==> config.mk <==
export PLATFORM = sky130hd
export DESIGN_NAME = spwm_bridge_mod
export DESIGN_NICKNAME = d
export VERILOG_FILES = /design/src/rtl/spwm_pkg.sv /design/src/rtl/spwm_ramp.sv /design/src/rtl/spwm_ctl.sv /design/src/rtl/spwm_leg.sv /design/src/rtl/spwm_bridge_mod.sv
export SDC_FILE = /design/constraint.sdc
export NUM_CORES = 1
export LEC_CHECK = 0
export BUFFER_PORTS_ARGS = -buffer_cell sky130_fd_sc_hd__buf_2
export CAP_MARGIN = 10
export CORE_ASPECT_RATIO = 1.2
export CORE_MARGIN = 1
export CORE_UTILIZATION = 47
export CTS_BUF_LIST = sky130_fd_sc_hd__clkbuf_4 sky130_fd_sc_hd__clkbuf_8
export DETAILED_ROUTE_END_ITERATION = 8
export PLACE_DENSITY_LB_ADDON = 0.2
export SLEW_MARGIN = 20
export SYNTH_ARGS = -nofsm -noshare
export SYNTH_HDL_FRONTEND = slang
export SYNTH_HIERARCHICAL = 1
export SYNTH_SLANG_ARGS = --single-unit
==> constraint.sdc <==
create_clock -name clk -period 4.15 [get_ports clk]
set_input_delay 0.415 -clock clk [delete_from_list [all_inputs] [get_ports clk]]
set_output_delay 0.415 -clock clk [all_outputs]
set_load 0.01 [all_outputs]
==> src/rtl/spwm_pkg.sv <==
package spwm_pkg;

  localparam int unsigned NUM_LEGS = 2;

  typedef struct packed {
    logic hi;
    logic lo;
  } gate_pair_t;

endpackage

==> src/rtl/spwm_ramp.sv <==
module spwm_ramp #(
  parameter int unsigned CW = 12
) (
  input  logic                 clk,
  input  logic                 rst_n,
  output logic signed [CW-1:0] ramp,
  output logic                 wrap
);

  logic [CW-1:0] cnt;

  always_ff @(posedge clk or negedge rst_n) begin
    if (!rst_n) cnt <= '0;
    else        cnt <= cnt + 1'b1;
  end

  // Flipping the top bit subtracts half the range: an offset-binary to signed map
  assign ramp = $signed({~cnt[CW-1], cnt[CW-2:0]});
  assign wrap = &cnt;

endmodule

==> src/rtl/spwm_ctl.sv <==
module spwm_ctl #(
  parameter int unsigned CW   = 12,
  parameter int unsigned DW   = 12,
  parameter int unsigned GW   = 20,
  parameter int unsigned FRAC = 16
) (
  input  logic                 clk,
  input  logic                 rst_n,
  input  logic                 load,
  input  logic signed [DW-1:0] ref_s,
  input  logic signed [DW-1:0] meas_s,
  input  logic        [GW-1:0] gain,
  output logic signed [CW-1:0] ctl_q
);

  localparam int unsigned EW = DW + 1;
  localparam int unsigned PW = EW + GW + 1;
  localparam logic signed [PW-1:0] RND = PW'((64'd1 << FRAC) - 64'd1);
  localparam logic signed [PW-1:0] LIM = PW'((64'd1 << (CW - 1)) - 64'd1);

  function automatic logic signed [CW-1:0] scale_err(
    input logic signed [DW-1:0] r,
    input logic signed [DW-1:0] m,
    input logic        [GW-1:0] g
  );
    logic signed [EW-1:0] e;
    logic signed [PW-1:0] p;
    logic signed [PW-1:0] q;
    e = $signed({r[DW-1], r}) - $signed({m[DW-1], m});
    p = PW'(e) * $signed(PW'({1'b0, g}));
    if (p < 0) p = p + RND;
    q = p >>> FRAC;
    if (q > LIM)       q = LIM;
    else if (q < -LIM) q = -LIM;
    return CW'(q);
  endfunction

  logic signed [CW-1:0] ctl_d;
  assign ctl_d = scale_err(ref_s, meas_s, gain);

  always_ff @(posedge clk or negedge rst_n) begin
    if (!rst_n)    ctl_q <= '0;
    else if (load) ctl_q <= ctl_d;
  end

endmodule

==> src/rtl/spwm_leg.sv <==
module spwm_leg #(
  parameter int unsigned DTW = 4
) (
  input  logic                     clk,
  input  logic                     rst_n,
  input  logic                     cmd,
  input  logic [DTW-1:0]           dead,
  output spwm_pkg::gate_pair_t     gate
);

  logic           cmd_q;
  logic [DTW-1:0] held;
  logic           settled;

  always_ff @(posedge clk or negedge rst_n) begin
    if (!rst_n) begin
      cmd_q <= 1'b0;
      held  <= '0;
    end else begin
      cmd_q <= cmd;
      if (cmd != cmd_q)  held <= '0;
      else if (held != '1) held <= held + 1'b1;
    end
  end

  assign settled = (held >= dead);
  assign gate.hi = rst_n &  cmd_q & settled;
  assign gate.lo = rst_n & ~cmd_q & settled;

endmodule

==> src/rtl/spwm_bridge_mod.sv <==
module spwm_bridge_mod #(
  parameter int unsigned CW   = 12,
  parameter int unsigned DW   = 12,
  parameter int unsigned GW   = 20,
  parameter int unsigned FRAC = 16,
  parameter int unsigned DTW  = 4
) (
  input  logic          clk,
  input  logic          rst_n,
  input  logic [DW-1:0] ref_in,
  input  logic [DW-1:0] meas_in,
  input  logic [GW-1:0] gain_in,
  input  logic [DTW-1:0] dead_in,
  output logic          a_hi,
  output logic          a_lo,
  output logic          b_hi,
  output logic          b_lo,
  output logic          pos_win,
  output logic          neg_win
);

  import spwm_pkg::*;

  logic signed [CW-1:0] ramp;
  logic                 ramp_wrap;
  logic signed [CW-1:0] ctl_q;
  logic signed [CW-1:0] ctl_neg;
  logic [NUM_LEGS-1:0]  leg_cmd;
  gate_pair_t           leg_gate [NUM_LEGS];

  spwm_ramp #(.CW(CW)) u_ramp (
    .clk  (clk),
    .rst_n(rst_n),
    .ramp (ramp),
    .wrap (ramp_wrap)
  );

  spwm_ctl #(.CW(CW), .DW(DW), .GW(GW), .FRAC(FRAC)) u_ctl (
    .clk   (clk),
    .rst_n (rst_n),
    .load  (ramp_wrap),
    .ref_s ($signed(ref_in)),
    .meas_s($signed(meas_in)),
    .gain  (gain_in),
    .ctl_q (ctl_q)
  );

  assign ctl_neg    = -ctl_q;
  assign leg_cmd[0] = (ctl_q   > ramp);
  assign leg_cmd[1] = (ctl_neg > ramp);

  for (genvar k = 0; k < NUM_LEGS; k++) begin : g_leg
    spwm_leg #(.DTW(DTW)) u_leg (
      .clk  (clk),
      .rst_n(rst_n),
      .cmd  (leg_cmd[k]),
      .dead (dead_in),
      .gate (leg_gate[k])
    );
  end

  assign a_hi    = leg_gate[0].hi;
  assign a_lo    = leg_gate[0].lo;
  assign b_hi    = leg_gate[1].hi;
  assign b_lo    = leg_gate[1].lo;
  assign pos_win = a_hi & b_lo;
  assign neg_win = b_hi & a_lo;

endmodule

Yosys cells after proc, flatten, opt, wreduce, memory -nomap -nowiden
Index checks and enable logic that the tools add are counted.
- $add $sub $neg: 6
- multiply operators: 1
- magnitude comparators: 7
- equality and inequality tests: 4
- mux-type cells: 7
- bitwise gates (word level): 13
- reduce and logical (&&, ||, !) cells: 3
- operators by type and width (kind ; number):
    adder 34 x 17 -> 34 bit (second input constant) ; 1
    < comparator 34 x 1 -> 1 bit (second input constant) ; 1
    multiplier 13 x 21 -> 34 bit ; 1
    two-way mux 34 bit ; 1
    greater-than comparator 12 bit ; 2
    two-way mux 12 bit ; 2
    greater-than comparator 18 x 12 -> 1 bit (second input constant) ; 1
    < comparator 18 x 12 -> 1 bit (second input constant) ; 1
    two-way mux 4 bit ; 4
    subtractor 12 x 12 -> 13 bit ; 1
    adder 12 x 1 -> 12 bit (second input constant) ; 1
    negation 12 bit ; 1
    AND reduction 12 bit ; 1
    AND 1 bit ; 10
    adder 4 x 1 -> 4 bit (second input constant) ; 2
    >= comparator 4 bit ; 2
    != test 4 bit (second input constant) ; 2
    nonzero test 2 bit ; 2
    NOT 1 bit ; 3
    != test 1 bit ; 2
- register bits: 34
- output and inout port bits: 6
- word-level logic and storage cells: 47

Longest topological paths before layout
- word-level depth: 7
- depth in mapped cells: 37
- mapped depth without buffers: 36

Modules after synthesis
The synthesis kept the hierarchy.
- by module, submodules not included (module ; times used ; cells an instance ; area each (µm²) ; sequential area each (µm²)):
    spwm_ctl ; 1 ; 1179 ; 10094.7 ; 300.3
    spwm_bridge_mod ; 1 ; 96 ; 745.7 ; 0.0
    spwm_leg ; 2 ; 34 ; 349.1 ; 125.1
    spwm_ramp ; 1 ; 54 ; 610.6 ; 300.3

Worst setup path before layout
OpenSTA, ideal clock, no wires.
- path type: input port to flip-flop
- start: input port ref_in[0]
- end: register u_ctl.ctl_q[2]
- library setup time: 0.101 ns
- arrival time: 8.637 ns
- slack: -4.587 ns
- stages: 34
- buffers on the path: 2
- cells stage by stage: inv_1 ha_1 fa_1 nor2b_1 o21ai_0 a21boi_0 o21ai_0 a21boi_0 o21ai_0 a21boi_0 o21ai_0 a21boi_0 a2bb2oi_1 clkbuf_1 nor2_1 fa_1 fa_1 fa_1 fa_1 fa_1 ha_1 ha_1 clkbuf_1 nand2_1 nor3_1 nand3_1 a21oi_1 nor3_1 a211oi_4 nor2_2 a31o_1 o31ai_2 nand2_2 o311ai_2
- word-level cells in the longest chain between the ends: 7
- elaborated cells on any way between the ends: 9
- RTL lines (what ; line ; source):
    from (decl) ; spwm_bridge_mod.sv:10 ; input logic [DW-1:0] ref_in,
    subtractor 12 x 12 -> 13 bit (*) ; spwm_ctl.sv:29 ; e = $signed({r[DW-1], r}) - $signed({m[DW-1], m});
    multiplier 13 x 21 -> 34 bit (*) ; spwm_ctl.sv:30 ; p = PW'(e) * $signed(PW'({1'b0, g}));
    adder 34 x 17 -> 34 bit or < comparator 34 x 1 -> 1 bit (tied branches) ; spwm_ctl.sv:31 ; if (p < 0) p = p + RND;
    two-way mux 34 bit (*) ; spwm_ctl.sv:31 ;
    < comparator 18 x 12 -> 1 bit ; spwm_ctl.sv:34 ; else if (q < -LIM) q = -LIM;
    two-way mux 12 bit ; spwm_ctl.sv:34 ;
    two-way mux 12 bit (*) ; spwm_ctl.sv:33 ; if (q > LIM) q = LIM;
    to (signal assigned) ; spwm_ctl.sv:43 ; else if (load) ctl_q <= ctl_d;
    to (decl) ; spwm_ctl.sv:13 ; output logic signed [CW-1:0] ctl_q
Mark *: on every way between the ends. The rest lies on a longest branch, timed or not.
A chain may end at the register's enable or synchronous reset.

Final worst setup path
- start: input port ref_in[0]
- end: register u_ctl.ctl_q[11]
The elaborated chain is that of the path after synthesis.

==> results.py <==
metrics = {
    "detailed_routing": {
        "first_pass_iters": 7,
        "routed_via_density": 5.22,
        "drtIter0Drc": 388,
        "ant_nets": 0,
        "num_vias": 10400,
        "drc": 0,
        "routed_wl_um": 29800,
        "wl_per_cell_um": 15.0,
    },
    "timing": {
        "slew_headroom_pct": 39.4,
        "fin_crit_ps": 8090,
        "whs_ps": 205,
        "fmax_ghz": 0.124,
        "finalSetupTns_ps": -47120,
        "hold_viol_final": 0,
        "worst_slew_pin_slew_ps": 910,
        "setup_ws_ps": -3940,
        "drv_slew": 0,
        "rsz0062_at_grt": "true",
        "finalCritPeriodShare_pct": 195,
        "fin_skew_ps": 5.75,
        "setup_viol": 12,
    },
    "clock_network": {
        "clock_path_buffers": 2,
        "ctsRootBufferMaster": "clkbuf_8",
        "cts_buffers": 5,
        "cts.sinks": 34,
        "clk_latency_ps": 290,
        "cts_max_level": 2,
        "cts_tree": "done",
        "clk_pin_slew_ps": 70,
    },
    "critical_path": {
        "critical_path_buf_inv_count": 8,
        "critical_path_arrival_ps": 8260,
        "crit_family": "adder cells",
        "required_ps": 4320,
        "cpPeakStageDelay_ps": 570,
        "start_kind": "input pin",
        "crit_fanout": 5,
        "cp_slowest_cell": "fa_2",
        "crit_type": "input pin to flip-flop",
        "cp-end-kind": "flip-flop",
    },
    "global_route": {
        "grt_remaining_overflow": 0,
        "grt_first_pass_wirelength_um": 50100,
        "grt_max_degree": 37,
        "antenna_found_initial": 0,
        "first_global_vias": 11000,
        "track_usage_pct": 23.2,
    },
    "die": {
        "die_w_um": 149,
        "die_height_um": 178,
        "floorplan.initialDensity_pct": 47.7,
        "core_um2": 25500,
        "io_pins": 56,
        "dieArea_um2": 26500,
        "rows": 64,
    },
    "logic_synthesis": {
        "synth_top_area_share_pct": 32.8,
        "synth_compound_area_share_pct": 9.93,
        "synth_cell_types": 73,
        "synth_edf_count": 0,
        "synth.area.mux_share_pct": 0.505,
        "synth.yosys.warnings": 6,
        "synth_area_leaders": "fa_1 33%, ha_1 16%, inv_1 7.0%",
        "synthAdderAreaFrac_pct": 49.1,
        "synth_top_family_by_area": "adder cells",
        "synthSimpleGateAreaFrac_pct": 19.5,
        "syn_inst": 1397,
        "yosysSeqAreaShare_pct": 7.00,
        "synth_xor_area_share_pct": 4.47,
        "synth_ff_type": "dfrtp_1",
        "synth_seq_cells": 34,
        "synth_area_um2": 12100,
        "synth_top_area_cell": "fa_1",
        "synth_fp_nets": 1804,
        "async_reset_ff_share_pct": 100,
        "avgSynthCellArea_um2": 8.70,
    },
    "outcome": {
        "status": "finished, violations left",
        "violations": "negative setup slack",
    },
    "min_path": {
        "hold_class": "input pin to async pin",
    },
    "cells_and_area": {
        "final_common_cell": "buf_4",
        "final_cell_mix": "242 x buf_4, 223 x inv_1, 186 x fa_1, 179 x nand2_1, 131 x ha_1",
        "antenna_cells": 0,
        "nNetsFinal": 2059,
        "layout-drive-gt1-share_pct": 30.5,
        "area_delta_synth_final_pct": 29.8,
    },
    "placed_design": {
        "gp_congestion": 0.894,
        "dp_slack_ps": -4580,
        "io_buffers": 55,
        "dp_hpwl_um": 25100,
    },
    "run": {
        "max-cap-violations": 0,
    },
}
## worst reg2reg max path, delay by kind of cell (launching register included)
| family | cells | cell delay (ps) |
|---|---|---|
| AND/OR/NAND/NOR | 5 | 1100 |
| AO/OA/AOI/OAI | 2 | 570 |
| XOR/XNOR | 2 | 520 |
| flip-flops | 1 | 430 |
| multiplexers | 1 | 350 |
| adder cells (fa/ha/maj) | 1 | 280 |
## metal layers
layer / track usage, % / wire length [um] / vias up
li1: - / - / 4973
met1: 28.1 / 12500 / 5148
met2: 44.8 / 15900 / 196
met3: 0.972 / 832 / 40
met4: 5.44 / 575 / 0
met5: 0 / 0 / -
## synth_stat cells, drive strengths merged (16+ instances only)
cell,n
o21ai,27
a21o,16
clkbuf,53
nand2,188
dfrtp,34
nor2b,27
nor2,68
nor3,21
nand2b,27
fa,199
inv,228
xor2,32
xnor2,30
a21oi,39
nand3,22
and2,65
ha,158
## cell type report
type	instances	area, um2
multi-input combinational	1068	11200
clock buffer	7	90.1
timing repair buffer	315	2340
clock inverter	1	5.00
fill	2207	9700
sequential	34	851
inverter	228	863
tap	330	413
## final timing paths
check,from,end,slack (ps),cells after the start
worst min-delay path,rst_n,g_leg[1].u_leg/held[3],210,1
worst min register to register,u_ramp/cnt[9],u_ramp/cnt[9],520,1
worst max register to register,u_ctl/ctl_q[5],g_leg[1].u_leg/held[3],750,11
max in group asynchronous,rst_n,u_ramp/cnt[6],3440,1
worst max-delay path,ref_in[0],u_ctl/ctl_q[11],-3940,37
min in group clk,u_ramp/cnt[9],u_ramp/cnt[9],520,1
## sequential cells by signal, summed over array words and instances (netlist names)
name,count
g_leg.u_leg/cmd_q,2
g_leg.u_leg/held,8
u_ctl/ctl_q,12
u_ramp/cnt,12
## stage by stage
step	std cells	instance area (um2)	util (%)
detailed placement	1934	14600	57.3
global placement	1934	14600	57.3
CTS	1962	15100	59.5
floorplan	1397	12600	-
finish	1983	15800	61.9
global route	1983	15800	61.9
## kinds of logic (layout without fill, tap and decap cells)
logic type      after synthesis  in the layout
flops                        34             34
simple gates                477            478
buf+inv                     296            551
compound gates              165            165
fa+ha+maj                   357            357
mux                           6              6
xor+xnor                     62             62
## what timing repair did
item	in CTS	in global routing
pin swaps	50	71
hold buffers	0	0
endpoints found under the setup margin	12	12
buffers inserted	17	21
resized for setup	55	94
cloned	3	1
Power is left out: the tool's default activity adds up to more than one toggle a clock period on the data nets, which glitch-free logic cannot reach.
